$ cat src/rtl/alu12_pkg.sv
package alu12_pkg;

    typedef enum logic [4:0] {
        OP_NOP,
        OP_ADD,
        OP_SUB,
        OP_AND,
        OP_IOR,
        OP_XOR,
        OP_COM,
        OP_INC,
        OP_DEC,
        OP_MOVF,
        OP_MOVWF,
        OP_RLF,
        OP_RRF,
        OP_SWAP,
        OP_CLRF,
        OP_CLRW,
        OP_BCF,
        OP_BSF,
        OP_ANDL,
        OP_IORL,
        OP_XORL,
        OP_MOVL
    } alu_op_e;

    typedef enum logic [1:0] {
        DST_NONE,
        DST_W,
        DST_F
    } dest_e;

    typedef struct packed {
        logic c;
        logic dc;
        logic z;
    } flag_t;

endpackage

$ cat src/rtl/alu12_decode.sv
module alu12_decode
    import alu12_pkg::*;
#(
    parameter int OPC_W  = 12,
    parameter int ADDR_W = 5,
    parameter int BIT_W  = 3,
    parameter int DATA_W = 8
) (
    input  logic [OPC_W-1:0]  opcode,
    output alu_op_e           op,
    output dest_e             dest,
    output logic [BIT_W-1:0]  bit_idx,
    output logic [DATA_W-1:0] literal,
    output logic [ADDR_W-1:0] addr
);
    localparam int DBIT = ADDR_W;

    dest_e byte_dest;

    assign byte_dest = opcode[DBIT] ? DST_F : DST_W;
    assign bit_idx   = opcode[ADDR_W+BIT_W-1:ADDR_W];
    assign literal   = opcode[DATA_W-1:0];
    assign addr      = opcode[ADDR_W-1:0];

    always_comb begin
        op   = OP_NOP;
        dest = DST_NONE;
        unique casez (opcode)
            12'b0000_001?_????: begin op = OP_MOVWF; dest = DST_F;     end
            12'b0000_011?_????: begin op = OP_CLRF;  dest = DST_F;     end
            12'b0000_0100_0000: begin op = OP_CLRW;  dest = DST_W;     end
            12'b0000_10??_????: begin op = OP_SUB;   dest = byte_dest; end
            12'b0000_11??_????: begin op = OP_DEC;   dest = byte_dest; end
            12'b0001_00??_????: begin op = OP_IOR;   dest = byte_dest; end
            12'b0001_01??_????: begin op = OP_AND;   dest = byte_dest; end
            12'b0001_10??_????: begin op = OP_XOR;   dest = byte_dest; end
            12'b0001_11??_????: begin op = OP_ADD;   dest = byte_dest; end
            12'b0010_00??_????: begin op = OP_MOVF;  dest = byte_dest; end
            12'b0010_01??_????: begin op = OP_COM;   dest = byte_dest; end
            12'b0010_10??_????: begin op = OP_INC;   dest = byte_dest; end
            12'b0011_00??_????: begin op = OP_RRF;   dest = byte_dest; end
            12'b0011_01??_????: begin op = OP_RLF;   dest = byte_dest; end
            12'b0011_10??_????: begin op = OP_SWAP;  dest = byte_dest; end
            12'b0100_????_????: begin op = OP_BCF;   dest = DST_F;     end
            12'b0101_????_????: begin op = OP_BSF;   dest = DST_F;     end
            12'b1100_????_????: begin op = OP_MOVL;  dest = DST_W;     end
            12'b1101_????_????: begin op = OP_IORL;  dest = DST_W;     end
            12'b1110_????_????: begin op = OP_ANDL;  dest = DST_W;     end
            12'b1111_????_????: begin op = OP_XORL;  dest = DST_W;     end
            default:            begin op = OP_NOP;   dest = DST_NONE;  end
        endcase
    end

endmodule

$ cat src/rtl/alu12_exec.sv
module alu12_exec
    import alu12_pkg::*;
#(
    parameter int DATA_W = 8,
    parameter int BIT_W  = 3
) (
    input  alu_op_e           op,
    input  logic [DATA_W-1:0] w_val,
    input  logic [DATA_W-1:0] f_val,
    input  logic [DATA_W-1:0] literal,
    input  logic [BIT_W-1:0]  bit_idx,
    input  logic              c_cur,
    output logic [DATA_W-1:0] result,
    output flag_t             flag_new,
    output flag_t             flag_upd
);
    localparam int NIB_W = DATA_W / 2;

    logic [DATA_W:0]   add_full;
    logic [NIB_W:0]    add_half;
    logic [DATA_W:0]   sub_full;
    logic [NIB_W:0]    sub_half;
    logic [DATA_W-1:0] bit_mask;

    assign add_full = {1'b0, w_val} + {1'b0, f_val};
    assign add_half = {1'b0, w_val[NIB_W-1:0]} + {1'b0, f_val[NIB_W-1:0]};
    assign sub_full = {1'b0, f_val} + {1'b0, ~w_val} + {{DATA_W{1'b0}}, 1'b1};
    assign sub_half = {1'b0, f_val[NIB_W-1:0]} + {1'b0, ~w_val[NIB_W-1:0]}
                    + {{NIB_W{1'b0}}, 1'b1};
    assign bit_mask = {{(DATA_W-1){1'b0}}, 1'b1} << bit_idx;

    always_comb begin
        result       = '0;
        flag_new     = '0;
        flag_upd     = '0;
        unique case (op)
            OP_ADD: begin
                result      = add_full[DATA_W-1:0];
                flag_new.c  = add_full[DATA_W];
                flag_new.dc = add_half[NIB_W];
                flag_upd.c  = 1'b1;
                flag_upd.dc = 1'b1;
                flag_upd.z  = 1'b1;
            end
            OP_SUB: begin
                result      = sub_full[DATA_W-1:0];
                flag_new.c  = sub_full[DATA_W];
                flag_new.dc = sub_half[NIB_W];
                flag_upd.c  = 1'b1;
                flag_upd.dc = 1'b1;
                flag_upd.z  = 1'b1;
            end
            OP_AND:  begin result = w_val & f_val;  flag_upd.z = 1'b1; end
            OP_IOR:  begin result = w_val | f_val;  flag_upd.z = 1'b1; end
            OP_XOR:  begin result = w_val ^ f_val;  flag_upd.z = 1'b1; end
            OP_COM:  begin result = ~f_val;         flag_upd.z = 1'b1; end
            OP_INC:  begin result = f_val + 1'b1;   flag_upd.z = 1'b1; end
            OP_DEC:  begin result = f_val - 1'b1;   flag_upd.z = 1'b1; end
            OP_MOVF: begin result = f_val;          flag_upd.z = 1'b1; end
            OP_MOVWF: result = w_val;
            OP_RLF: begin
                result     = {f_val[DATA_W-2:0], c_cur};
                flag_new.c = f_val[DATA_W-1];
                flag_upd.c = 1'b1;
            end
            OP_RRF: begin
                result     = {c_cur, f_val[DATA_W-1:1]};
                flag_new.c = f_val[0];
                flag_upd.c = 1'b1;
            end
            OP_SWAP: result = {f_val[NIB_W-1:0], f_val[DATA_W-1:NIB_W]};
            OP_CLRF, OP_CLRW: begin
                result     = '0;
                flag_upd.z = 1'b1;
            end
            OP_BCF:  result = f_val & ~bit_mask;
            OP_BSF:  result = f_val | bit_mask;
            OP_ANDL: begin result = w_val & literal; flag_upd.z = 1'b1; end
            OP_IORL: begin result = w_val | literal; flag_upd.z = 1'b1; end
            OP_XORL: begin result = w_val ^ literal; flag_upd.z = 1'b1; end
            OP_MOVL: result = literal;
            default: result = '0;
        endcase
        flag_new.z = (result == '0);
    end

endmodule

$ cat src/rtl/alu12_status.sv
module alu12_status
    import alu12_pkg::*;
(
    input  logic  clk,
    input  logic  rst_n,
    input  flag_t flag_new,
    input  flag_t flag_upd,
    output flag_t flag_q
);
    always_ff @(posedge clk or negedge rst_n) begin
        if (!rst_n) begin
            flag_q <= '0;
        end else begin
            if (flag_upd.c)  flag_q.c  <= flag_new.c;
            if (flag_upd.dc) flag_q.dc <= flag_new.dc;
            if (flag_upd.z)  flag_q.z  <= flag_new.z;
        end
    end

endmodule

$ cat src/rtl/alu12_core.sv
module alu12_core
    import alu12_pkg::*;
#(
    parameter int OPC_W  = 12,
    parameter int DATA_W = 8,
    parameter int ADDR_W = 5,
    parameter int BIT_W  = 3
) (
    input  logic              clk,
    input  logic              rst_n,
    input  logic [OPC_W-1:0]  opcode,
    input  logic [DATA_W-1:0] w_in,
    input  logic [DATA_W-1:0] f_in,
    output logic [DATA_W-1:0] result,
    output logic              w_we,
    output logic              f_we,
    output logic [ADDR_W-1:0] f_addr,
    output logic              c_flag,
    output logic              dc_flag,
    output logic              z_flag
);
    alu_op_e           dec_op;
    dest_e             dec_dest;
    logic [BIT_W-1:0]  dec_bit;
    logic [DATA_W-1:0] dec_lit;
    flag_t             flag_new;
    flag_t             flag_upd;
    flag_t             flag_q;

    alu12_decode #(
        .OPC_W (OPC_W),
        .ADDR_W(ADDR_W),
        .BIT_W (BIT_W),
        .DATA_W(DATA_W)
    ) u_decode (
        .opcode (opcode),
        .op     (dec_op),
        .dest   (dec_dest),
        .bit_idx(dec_bit),
        .literal(dec_lit),
        .addr   (f_addr)
    );

    alu12_exec #(
        .DATA_W(DATA_W),
        .BIT_W (BIT_W)
    ) u_exec (
        .op      (dec_op),
        .w_val   (w_in),
        .f_val   (f_in),
        .literal (dec_lit),
        .bit_idx (dec_bit),
        .c_cur   (flag_q.c),
        .result  (result),
        .flag_new(flag_new),
        .flag_upd(flag_upd)
    );

    alu12_status u_status (
        .clk     (clk),
        .rst_n   (rst_n),
        .flag_new(flag_new),
        .flag_upd(flag_upd),
        .flag_q  (flag_q)
    );

    assign w_we    = (dec_dest == DST_W);
    assign f_we    = (dec_dest == DST_F);
    assign c_flag  = flag_q.c;
    assign dc_flag = flag_q.dc;
    assign z_flag  = flag_q.z;

endmodule

$ cat config.mk
export PLATFORM = sky130hd
export DESIGN_NAME = alu12_core
export DESIGN_NICKNAME = d
export VERILOG_FILES = /design/src/rtl/alu12_pkg.sv /design/src/rtl/alu12_decode.sv /design/src/rtl/alu12_exec.sv /design/src/rtl/alu12_status.sv /design/src/rtl/alu12_core.sv
export SDC_FILE = /design/constraint.sdc
export NUM_CORES = 1
export LEC_CHECK = 0
export ABC_AREA = 1
export CORE_ASPECT_RATIO = 1.4
export CORE_MARGIN = 1.5
export CORE_UTILIZATION = 25
export DETAILED_ROUTE_END_ITERATION = 7
export DONT_BUFFER_PORTS = 1
export GPL_TIMING_DRIVEN = 0
export PLACE_DENSITY = 0.4
export SYNTH_ARGS = -nofsm -noshare
export SYNTH_HDL_FRONTEND = slang
export SYNTH_SLANG_ARGS = --single-unit
$ cat constraint.sdc
create_clock -name clk -period 2.7 [get_ports clk]
set_clock_uncertainty 0.1 [all_clocks]
set_input_delay 0.405 -clock clk [delete_from_list [all_inputs] [get_ports clk]]
set_output_delay 0.405 -clock clk [all_outputs]
set_load 0.005 [all_outputs]
* Word level (Yosys, flattened, before mapping)
Cells that the tools add are included.
** Cells by class
- Bitwise gates (word level) :: 12
- Shift-type cells :: 1
- Eq/ne operators :: 44
- Muxes and demuxes :: 9
- Add/subtract/negate cells :: 8
- Reduce and logical (&&, ||, !) cells :: 7
** Operators by type and width (number)
- $pmux 8 s19 :: 1
- $pmux 5 s21 :: 1
- $eq 5x4->1 const B :: 8
- $eq 6x4->1 const B :: 6
- $eq 5x5->1 const B :: 6
- $and 8x8->8 :: 3
- $eq 6x3->1 const B :: 4
- $not 8->8 :: 3
- $or 8x8->8 :: 3
- $eq 5x3->1 const B :: 4
- $add 8x8->9 :: 2
- $eq 4x4->1 const B :: 4
- $xor 8x8->8 :: 2
- $reduce_or 14->1 :: 1
- $eq 12x7->1 const B :: 1
- $eq 6x2->1 const B :: 2
- $reduce_or 12->1 :: 1
- $add 4x4->5 :: 2
- $eq 5x2->1 const B :: 2
- $add 9x1->9 const B :: 1
- $add 8x1->8 const B :: 1
- $eq 4x3->1 const B :: 2
- $logic_not 8->1 :: 1
- $reduce_or 4->1 :: 2
- other kinds (16) :: 18
** Word-level totals
- Flip-flop bits (word level) :: 3
- Input bits :: 30
- Logic and storage cells :: 84

* Longest topological paths before layout
- Depth in word-level cells :: 5
- Gate-level depth with buffers :: 20
- Gate-level depth less buffers :: 19

* By module
A second synthesis with hierarchy kept.
** Unflattened totals
- Cell total of the unflattened synthesis :: 670
- Area, all modules :: 3334.4 µm²
** Modules (own cells, without submodules)
- alu12_exec :: cells each 558, area an instance 2691.3 µm², times used 1, sequential area each 0.0 µm²
- alu12_decode :: cells each 93, area an instance 508.0 µm², times used 1, sequential area each 0.0 µm²
- alu12_status :: cells each 15, area an instance 120.1 µm², times used 1, sequential area each 75.1 µm²
- alu12_core :: cells each 4, area an instance 15.0 µm², times used 1, sequential area each 0.0 µm²

* Least setup slack after synthesis
Ideal clock, no wire load.
- Path type :: in2out
- From :: in opcode[6]
- To :: out result[7]
- Slack :: 213 ps
- Stages on the path :: 16
- Data arrival time :: 1982 ps
- Required time :: 2195 ps
- Buffers on the path :: 1
- Path through :: buf_2 nand2_1 inv_2 nand3_2 inv_2 ha_1 nand2_1 nand2_1 inv_1 nand2_1 a21oi_1 nand3_1 nand3_1 nand3b_1 nor2_1 nand2_2
** On the way
- Longest elaborated chain between the ends :: 4
- Elaborated cells on any way between the ends :: 40
- Those cells by class :: 34 x eq/ne; 1 x shift; 2 x mux; 3 x bitwise
** RTL lines
- start, declared :: line alu12_core.sv:11 : input logic [OPC_W-1:0] opcode,
- $eq 12x7->1, or another cell as far along :: line alu12_decode.sv:28 : unique casez (opcode)
- $pmux 5 s21 or $not 8->8 (tied branches) :: line alu12_decode.sv:28, alu12_exec.sv:76
- $eq 5x5->1, or another cell as far along :: line alu12_exec.sv:36 : unique case (op)
- $pmux 8 s19 (*) :: line alu12_exec.sv:36
- end, declared :: line alu12_core.sv:14 : output logic [DATA_W-1:0] result,
Every way passes the cells marked *; elsewhere a longest branch is shown, timed or not.

* Worst setup path after layout
Same ends and word-level chain as after synthesis.

==> impl_metrics.json <==
{
  "power.total_mw": 0.7654,
  "cp_top_family": "simple AND/OR/NAND/NOR gates",
  "antenna_cells": 0,
  "cp_max_fo": 8,
  "utilization": 0.2963,
  "cp-end-kind": "primary output",
  "clk_path_buf_depth": 2,
  "critical_path_required_ns": 2.19,
  "syn_area_per_cell_um2": 5.057,
  "layout_setup_ws_ns": 0.1501,
  "synthArstFlopShare": 1.000,
  "coreArea_um2": 11820,
  "vias": 3890,
  "start_util": 0.2558,
  "slew_viol_final": 0,
  "setup.worst_path.end": "result[7]",
  "reg2reg_to": "u_status.flag_q[0]$_DFFE_PN0P_",
  "max_flop_register": "u_status.flag_q",
  "gp_congestion": 0.9436,
  "post-route-min-period_ns": 2.550,
  "period_share": 0.9444,
  "slowest_delay_ns": 0.23,
  "placedInstanceArea_um2": 3208,
  "vias_per_cell": 5.159,
  "drc": 0,
  "filler_cell_count": 1379,
  "worstMarginPinSlew_ns": 0.6489,
  "pre_cts_ws_ns": -0.4379,
  "drive_gt1_frac": 0.1367,
  "path_depth": 16,
  "cts-htree-levels": 1,
  "design_area_um2": 3502,
  "initialDrtViolationCount": 193,
  "final_cells": 754,
  "postRouteAntennaNets": 0,
  "grt_pass1_vias": 3739,
  "regToRegStartpoint": "u_status.flag_q[2]$_DFFE_PN0P_",
  "postSynthCellCount": 598,
  "hold_path.class": "in2reg",
  "r2r_cells": 11,
  "ys_warn_count": 0,
  "overflow": 0,
  "ys_ff_latch": 3,
  "final_nets": 663,
  "synth_cell_types": 37,
  "grt_max_degree": 11,
  "antenna_found_initial": 0,
  "clock_sinks": 3,
  "clk_latency_ns": 0.22,
  "die_h_um": 133.1,
  "crit_chain": "buf_8, nand2_4, inv_4, nand3_4, inv_8, ha_4, nand2_2, nand2_2, inv_2, nand2_2, a21oi_2, nand3_1, nand3_1, nand3b_1, nor2_2, nand2_2",
  "cp_slowest_cell": "ha_4",
  "hpwl_um": 11190,
  "crit_top_cell": "nand2_2",
  "grt_pass1_wl_um": 21130,
  "grt_util_all_layers": 0.2181,
  "dr.pass1.iters": 4,
  "synth_edf_count": 0,
  "cap_violations": 0,
  "p_leak_nw": 1.852,
  "routed_wl_um": 13870,
  "placed_cells": 745,
  "syn_area_um2": 3024,
  "port-buffer-count": 0,
  "area_growth_pct": 15.80,
  "die_w_um": 95.96,
  "peakVddDrop_mv": 0.1626,
  "slew_headroom": 0.5658,
  "cts_tree": "built",
  "fin_tns_setup_ns": 0,
  "max_freq_mhz": 392.2,
  "synth_nets": 653,
  "crit_path_start_kind": "input pin",
  "core.rowCount": 47,
  "path_class": "in2out",
  "hold_viol_final": 0,
  "cp.arrival_ns": 2.04,
  "ys.flop_type": "dfrtp_1",
  "crit_start": "opcode[6]",
  "rrSetupSlack_ns": 1.15,
  "power_density_nw_per_um2": 218.5,
  "holdWs_ns": 0.2686,
  "cts_buffers": 3,
  "setup_violations": 0,
  "boundaryPins": 48,
  "routedWlPerCell_um": 18.40,
  "reg_top3": "u_status.flag_q x3",
  "cts.clk_slew.worst_paths_ns": 0.03,
  "seq_area_frac_synth": 0.02482,
  "cp.buffers_inverters": 4,
  "clockRootBuffer": "clkbuf_16",
  "status": "finished clean",
  "die_area_um2": 12780,
  "largest_register_ffs": 3
}
==> Yosys cell counts (7+ instances only) <==
cell | count | area share
nor2_1 | 70 | 0.087
nand2_2 | 7 | 0.014
nand4_1 | 12 | 0.025
ha_1 | 22 | 0.091
nand2_1 | 215 | 0.27
o21ai_0 | 23 | 0.038
nor2_2 | 7 | 0.014
inv_2 | 8 | 0.0099
o22ai_1 | 11 | 0.023
inv_1 | 66 | 0.082
nand3_1 | 68 | 0.11
a21oi_1 | 24 | 0.040
==> layout make-up <==
class	count	area, um2	share of cell area
plain buffers	11	90.09	0.02572
clock buffers	4	78.83	0.02251
inverters	77	310.3	0.08860
multi-input cells	504	2701	0.7713
flip-flops and latches	3	75.07	0.02144
well taps	147	183.9	0.05252
repair buffers	8	62.56	0.01786
==> logic make-up (layout without fill, tap and decap cells) <==
kind of cell | after synthesis | after routing | share of synthesized area
flops | 3 | 3 | 0.02482
xor+xnor | 5 | 5 | 0.01448
compound gates | 73 | 73 | 0.1365
simple gates | 401 | 401 | 0.5850
fa+ha+maj | 25 | 25 | 0.1109
buf+inv | 91 | 100 | 0.1283
==> per-layer routing <==
layer	vias up	GRT usage	wire, um
met2	118	0.3881	7098
met5	-	0	0
li1	1951	-	-
met3	43	0.01884	571
met1	1778	0.2482	5330
met4	0	0.1201	871
==> worst register-to-register path: stages, from the launching register on <==
cell and delay [ns]:
dfrtp_1 0.43, nand3_1 0.11, nand2_1 0.05, nor2_1 0.08
nand2_1 0.06, nor2_1 0.12, nand3_2 0.12, nor2_1 0.11
nand2_1 0.10, nor2_1 0.10, nand2_1 0.06, nand2_1 0.06
==> power by group <==
| part | leakage (nW) | switching [mW] | total [mW] | internal (mW) |
|---|---|---|---|---|
| combinational | 1.77 | 0.303 | 0.465 | 0.162 |
| sequential | 0.0392 | 0.0119 | 0.0678 | 0.0559 |
| clock | 0.0382 | 0.0379 | 0.233 | 0.195 |
| total | 1.85 | 0.353 | 0.765 | 0.413 |
==> what timing repair did <==
action,CTS,global route
resized for setup,9,27
buffers inserted,0,7
hold buffers,1,0
endpoints found under the setup margin,6,7
pin swaps,0,8
endpoints found under the hold margin,3,0
==> worst min path at each step <==
stage	startpoint	to	slack (ns)	cells past startpoint
final	f_in[0]	u_status.flag_q[2]$_DFFE_PN0P_	0.27	2
after global routing	f_in[0]	u_status.flag_q[2]$_DFFE_PN0P_	0.27	2
after floorplan	rst_n	u_status.flag_q[0]$_DFFE_PN0P_	0.009	0
after global placement	rst_n	u_status.flag_q[0]$_DFFE_PN0P_	0.009	0
after CTS	f_in[0]	u_status.flag_q[2]$_DFFE_PN0P_	0.27	2
after detailed placement	rst_n	u_status.flag_q[0]$_DFFE_PN0P_	0.009	0
==> cells in the final DEF, fill, tap and decap left out, drive strengths merged, types with 5 or more instances in the layout <==
| cell type | Yosys | final |
|---|---|---|
| o22ai | 11 | 11 |
| inv | 75 | 74 |
| nand3b | 5 | 5 |
| nand3 | 71 | 71 |
| nor3 | 5 | 5 |
| o21ai | 30 | 30 |
| nand2 | 224 | 224 |
| ha | 22 | 22 |
| a21oi | 24 | 24 |
| nand4 | 13 | 13 |
| nor2 | 82 | 82 |
| buf | 11 | 18 |
Note: power is estimated with default switching activity, not from simulation.
